$ cat config.mk
export PLATFORM = sky130hd
export DESIGN_NAME = hzd_fwd_unit
export DESIGN_NICKNAME = d
export VERILOG_FILES = /design/src/rtl/hzd_pkg.sv /design/src/rtl/hzd_stage_match.sv /design/src/rtl/hzd_ctrl.sv /design/src/rtl/hzd_fwd_sel.sv /design/src/rtl/hzd_fwd_unit.sv
export SDC_FILE = /design/constraint.sdc
export NUM_CORES = 1
export LEC_CHECK = 0
export ABC_CLOCK_PERIOD_IN_PS = 6320
export BUFFER_PORTS_ARGS = -buffer_cell sky130_fd_sc_hd__buf_2
export CAP_MARGIN = 20
export CORE_AREA = 2 2 86 88
export DETAILED_ROUTE_END_ITERATION = 12
export DIE_AREA = 0 0 88 90
export GPL_TIMING_DRIVEN = 0
export PLACE_DENSITY = 0.75
export SLEW_MARGIN = 20
export SYNTH_ARGS = -nofsm -noshare
export SYNTH_HDL_FRONTEND = slang
export SYNTH_HIERARCHICAL = 1
export SYNTH_SLANG_ARGS = --single-unit
$ cat constraint.sdc
create_clock -name vclk -period 6.32
set_input_delay 0.948 -clock vclk [all_inputs]
set_output_delay 0.948 -clock vclk [all_outputs]
set_load 0.03 [all_outputs]
$ cat src/rtl/hzd_pkg.sv
package hzd_pkg;
  typedef enum logic [1:0] {
    MODE_OFF    = 2'd0,
    MODE_STALL  = 2'd1,
    MODE_FWD    = 2'd2,
    MODE_RSVD   = 2'd3
  } hzd_mode_e;

  typedef enum logic [1:0] {
    CLS_REG   = 2'd0,
    CLS_IMM   = 2'd1,
    CLS_JMP   = 2'd2,
    CLS_STORE = 2'd3
  } ins_class_e;

  localparam int N_STAGES = 2;
  localparam int ST_EX    = 0;
  localparam int ST_MEM   = 1;
endpackage

$ cat src/rtl/hzd_stage_match.sv
module hzd_stage_match
  import hzd_pkg::*;
#(
  parameter int IDX_W = 5
) (
  input  logic             wr_en_i,
  input  logic [IDX_W-1:0] dest_i,
  input  logic [1:0]       class_i,
  input  logic [IDX_W-1:0] rs_idx_i,
  input  logic [IDX_W-1:0] rt_idx_i,
  output logic             rs_hit_o,
  output logic             rt_hit_o
);
  logic       live;
  logic       rt_qual;
  ins_class_e cls;

  always_comb begin
    cls      = ins_class_e'(class_i);
    live     = wr_en_i && (dest_i != '0);
    rt_qual  = (cls == CLS_REG) || (cls == CLS_STORE);
    rs_hit_o = live && (dest_i == rs_idx_i);
    rt_hit_o = live && rt_qual && (dest_i == rt_idx_i);
  end
endmodule

$ cat src/rtl/hzd_ctrl.sv
module hzd_ctrl
  import hzd_pkg::*;
(
  input  logic [1:0] mode_i,
  input  logic       ex_rs_hit_i,
  input  logic       ex_rt_hit_i,
  input  logic       mem_rs_hit_i,
  input  logic       mem_rt_hit_i,
  input  logic       ex_mem_rd_i,
  output logic       fwd_en_o,
  output logic       stall_o
);
  hzd_mode_e mode;
  logic      ex_any;
  logic      any_hit;

  always_comb begin
    mode    = hzd_mode_e'(mode_i);
    ex_any  = ex_rs_hit_i | ex_rt_hit_i;
    any_hit = ex_any | mem_rs_hit_i | mem_rt_hit_i;
    fwd_en_o = 1'b0;
    stall_o  = 1'b0;
    case (mode)
      MODE_STALL: stall_o = any_hit;
      MODE_FWD: begin
        fwd_en_o = 1'b1;
        stall_o  = ex_any & ex_mem_rd_i;
      end
      default: ;
    endcase
  end
endmodule

$ cat src/rtl/hzd_fwd_sel.sv
module hzd_fwd_sel #(
  parameter int DATA_W = 32
) (
  input  logic              fwd_en_i,
  input  logic [DATA_W-1:0] dec_val_i,
  input  logic              ex_hit_i,
  input  logic              ex_ok_i,
  input  logic [DATA_W-1:0] ex_val_i,
  input  logic              mem_hit_i,
  input  logic [DATA_W-1:0] mem_val_i,
  output logic [DATA_W-1:0] val_o
);
  always_comb begin
    val_o = dec_val_i;
    if (fwd_en_i) begin
      if (ex_hit_i && ex_ok_i) val_o = ex_val_i;
      else if (mem_hit_i)      val_o = mem_val_i;
    end
  end
endmodule

$ cat src/rtl/hzd_fwd_unit.sv
module hzd_fwd_unit
  import hzd_pkg::*;
#(
  parameter int IDX_W  = 5,
  parameter int DATA_W = 32
) (
  input  logic [1:0]        mode_i,
  input  logic [IDX_W-1:0]  dec_rs_idx_i,
  input  logic [IDX_W-1:0]  dec_rt_idx_i,
  input  logic [DATA_W-1:0] dec_rs_val_i,
  input  logic [DATA_W-1:0] dec_rt_val_i,
  input  logic              ex_wr_en_i,
  input  logic [IDX_W-1:0]  ex_dest_i,
  input  logic [1:0]        ex_class_i,
  input  logic              ex_mem_rd_i,
  input  logic [DATA_W-1:0] ex_result_i,
  input  logic              mem_wr_en_i,
  input  logic [IDX_W-1:0]  mem_dest_i,
  input  logic [1:0]        mem_class_i,
  input  logic [DATA_W-1:0] mem_result_i,
  output logic [DATA_W-1:0] rs_val_o,
  output logic [DATA_W-1:0] rt_val_o,
  output logic              stall_o,
  output logic              bubble_o
);
  localparam int N_OPS = 2;

  logic              st_wr   [N_STAGES];
  logic [IDX_W-1:0]  st_dest [N_STAGES];
  logic [1:0]        st_cls  [N_STAGES];
  logic              rs_hit  [N_STAGES];
  logic              rt_hit  [N_STAGES];
  logic [DATA_W-1:0] op_dec  [N_OPS];
  logic [DATA_W-1:0] op_out  [N_OPS];
  logic              op_exh  [N_OPS];
  logic              op_memh [N_OPS];
  logic              fwd_en;
  logic              stall_w;

  always_comb begin
    st_wr[ST_EX]    = ex_wr_en_i;
    st_dest[ST_EX]  = ex_dest_i;
    st_cls[ST_EX]   = ex_class_i;
    st_wr[ST_MEM]   = mem_wr_en_i;
    st_dest[ST_MEM] = mem_dest_i;
    st_cls[ST_MEM]  = mem_class_i;
    op_dec[0]  = dec_rs_val_i;
    op_dec[1]  = dec_rt_val_i;
    op_exh[0]  = rs_hit[ST_EX];
    op_exh[1]  = rt_hit[ST_EX];
    op_memh[0] = rs_hit[ST_MEM];
    op_memh[1] = rt_hit[ST_MEM];
  end

  for (genvar s = 0; s < N_STAGES; s++) begin : g_stage
    hzd_stage_match #(.IDX_W(IDX_W)) u_match (
      .wr_en_i (st_wr[s]),
      .dest_i  (st_dest[s]),
      .class_i (st_cls[s]),
      .rs_idx_i(dec_rs_idx_i),
      .rt_idx_i(dec_rt_idx_i),
      .rs_hit_o(rs_hit[s]),
      .rt_hit_o(rt_hit[s])
    );
  end

  hzd_ctrl u_ctrl (
    .mode_i      (mode_i),
    .ex_rs_hit_i (rs_hit[ST_EX]),
    .ex_rt_hit_i (rt_hit[ST_EX]),
    .mem_rs_hit_i(rs_hit[ST_MEM]),
    .mem_rt_hit_i(rt_hit[ST_MEM]),
    .ex_mem_rd_i (ex_mem_rd_i),
    .fwd_en_o    (fwd_en),
    .stall_o     (stall_w)
  );

  for (genvar o = 0; o < N_OPS; o++) begin : g_op
    hzd_fwd_sel #(.DATA_W(DATA_W)) u_sel (
      .fwd_en_i (fwd_en),
      .dec_val_i(op_dec[o]),
      .ex_hit_i (op_exh[o]),
      .ex_ok_i  (!ex_mem_rd_i),
      .ex_val_i (ex_result_i),
      .mem_hit_i(op_memh[o]),
      .mem_val_i(mem_result_i),
      .val_o    (op_out[o])
    );
  end

  always_comb begin
    rs_val_o = op_out[0];
    rt_val_o = op_out[1];
    stall_o  = stall_w;
    bubble_o = stall_w;
  end

  // Port-level checks on the assembled outputs of the sub-blocks.
  always_comb begin
    // nothing live in either stage -> transparent, no freeze
    if ((!ex_wr_en_i || ex_dest_i == '0) && (!mem_wr_en_i || mem_dest_i == '0))
      p_dead_stages_r1: assert (!stall_o && rs_val_o == dec_rs_val_i && rt_val_o == dec_rt_val_i);
    // off / reserved mode passes through
    if (mode_i == 2'd0 || mode_i == 2'd3)
      p_mode_off_r8: assert (!stall_o && rs_val_o == dec_rs_val_i && rt_val_o == dec_rt_val_i);
    // freeze-only mode never alters operands
    if (mode_i == 2'd1)
      p_no_fwd_stall_mode_r7: assert (rs_val_o == dec_rs_val_i && rt_val_o == dec_rt_val_i);
    // load-use on rs in forwarding mode must freeze
    if (mode_i == 2'd2 && ex_mem_rd_i && ex_wr_en_i && ex_dest_i != '0 && ex_dest_i == dec_rs_idx_i)
      p_load_use_r4: assert (stall_o && bubble_o);
    // a non-load execute stage never freezes in forwarding mode
    if (mode_i == 2'd2 && !ex_mem_rd_i)
      p_fwd_no_stall_r5: assert (!stall_o);
  end
endmodule

==> run metrics <==
status=finished clean; min Tclk post-route=4055 ps; fmax=246.6 MHz; Core Box Area=7020 µm²; Layout Nets=590; pre-CTS setup slack=2259 ps; die footprint=7920 µm²; top post-synthesis cells by area=a2bb2oi_2, o22ai_1, xnor2_1; Die Height=90 µm; Req. time, crit path=5370 ps; register area=0 µm²; DRC=0; YS warnings=6; cells after synthesis=206; post_cts resized=0; hold path startpoint=dec_rs_val_i[31]; maximum number of pins on one net before global-route repair=11; Placed Cells=528; Max Slew Vio Count=0; Max-Cap Viols=0; Final Setup Violations=0; ANT cells=0; Final ANT Viol Nets=0; first-pass GRT wire length=12.99 mm; share of layout cells above drive strength 1=0.7156; Core Rows=31; Post-DP HPWL=7.167 mm; sequential cell count=0; Hold Path Class=input port to output pin; Setup WS post-layout=2265 ps; area of the mapped netlist=1909 µm²; GP Congestion=0.8121; drt total wl=8.645 mm; gr usage total=0.1979; vias in the first global route=2692; initial detailed-routing violation count=63; port bufs=223; cts hold-fix bufs=0; IO Pins=223; WHS Endpoint=rs_val_o[31]; WL/cell=16.37 µm; Final period util=0.6416; worst hold margin=2288 ps; Least-Margin Pin Slew=709.3 ps; largest area contributor in the netlist=a2bb2oi_2; Filler Cell Count=693; initial antenna violation count=0; Yosys top cell area share=0.4718; Syn Nets=365; Area Growth Syn to Fin=64.94%; static leakage=1.470 nW; endpoint type of the worst setup path=output pin; Startpoint Class=input port; Final Hold Fails=0; critical-path maximum fanout=10; arrival time at the worst endpoint=3110 ps; RSZ-0062 raised after global routing=false; vias per std cell=5.178; # clk buffers=0; Vias=2734; WS Path Type=input port to output pin; synth unique cells=24; First-pass DRT Iterations=4; final std cells w/o fill=528; DIE WIDTH=88 µm; Post-CTS Setup Inserts=0; Pwr Density=67.26 nW/µm²; gr ovfl total=0; Peak VDD IR=0.02622 mV; Seq/Total Area, Yosys=0; hold path depth=3; TNS Setup=0 ps; max_slew headroom=0.5271; syn avg cell area=9.269 µm²; Initial Util=0.2720
power by group:
group	switching (mW)	total, mW	internal [mW]
logic	0.117	0.212	0.0945
clock network	0	0	0
registers	0	0	0
worst max-delay path by stage:
stage / slack (ps) / depth (start not counted) / to / start
after global routing: 2100 / 9 / rs_val_o[21] / ex_dest_i[0]
after CTS: 2260 / 9 / rs_val_o[12] / ex_dest_i[0]
after detailed placement: 2260 / 9 / rs_val_o[12] / ex_dest_i[0]
final: 2270 / 9 / rs_val_o[21] / ex_dest_i[0]
after floorplan: 2790 / 6 / rs_val_o[0] / ex_dest_i[4]
after global placement: 2340 / 9 / rt_val_o[25] / ex_dest_i[1]
cells in the final DEF (no fill, tap or decap), drive strengths merged, types with 2 or more instances in the layout:
master and count:
ha 2, or4 2, a21boi 2, a2bb2oi 64, xnor2 14, nor4 4
a21bo 2, nand4 2, buf 244, clkbuf 6, inv 5, o22ai 64
o21ai 3, xor2 8, nand3 2, nand2 2
cell type report:
class                      instances  area, µm²  area share
multi-input combinational        174       1730      0.5495
timing repair buffer             223       1116      0.3544
buffer                            27      160.2     0.05085
tap                               99      123.9     0.03933
inverter                           5      18.77    0.005959
worst max-delay path: stages:
cell and delay (ps):
buf_2 130, xnor2_1 170, nand3_1 100, nor4_1 590, nand2_2 260, buf_1 300
o22ai_1 310, a2bb2oi_2 90, buf_2 210
metrics by stage:
| stage | utilization | area [µm²] | power [mW] |
|---|---|---|---|
| after floorplan | - | 1909 | 0.1188 |
| after global placement | 0.4486 | 3149 | 0.2079 |
| after detailed placement | 0.4486 | 3149 | 0.2112 |
| after CTS | 0.4486 | 3149 | 0.2119 |
| after global routing | 0.4486 | 3149 | 0.2244 |
| final | 0.4486 | 3149 | 0.2118 |
routing by layer:
layer / share of wire / vias to the layer above / routed length [µm] / GRT usage
li1: - / 1325 / - / -
met1: 0.41 / 1272 / 3529 / 0.2529
met2: 0.52 / 133 / 4509 / 0.3699
met3: 0.067 / 4 / 576 / 0.01286
met4: 0.0035 / 0 / 30 / 0.01538
met5: 0 / - / 0 / 0
cell usage after synthesis (all sizes together):
cell / n
a21bo: 2
nand3: 2
or4: 2
ha: 2
a2bb2oi: 64
buf: 21
nand4: 2
xor2: 8
clkbuf: 6
o22ai: 64
a211oi: 1
nand2: 2
inv: 5
nor2: 1
nor4: 4
a21boi: 2
o21ai: 3
xnor2: 14
a21oi: 1
cells by family (layout without fill, tap and decap cells):
logic type	count (synthesis)	in the layout	share of synthesized area
AO/OA/AOI/OAI	137	137	0.7510
XOR/XNOR	22	22	0.1009
AND/OR/NAND/NOR	13	13	0.04128
adder cells (fa/ha/maj)	2	2	0.01310
buffers and inverters	32	255	0.09371
No activity file was read; power rests on OpenSTA's default activity.
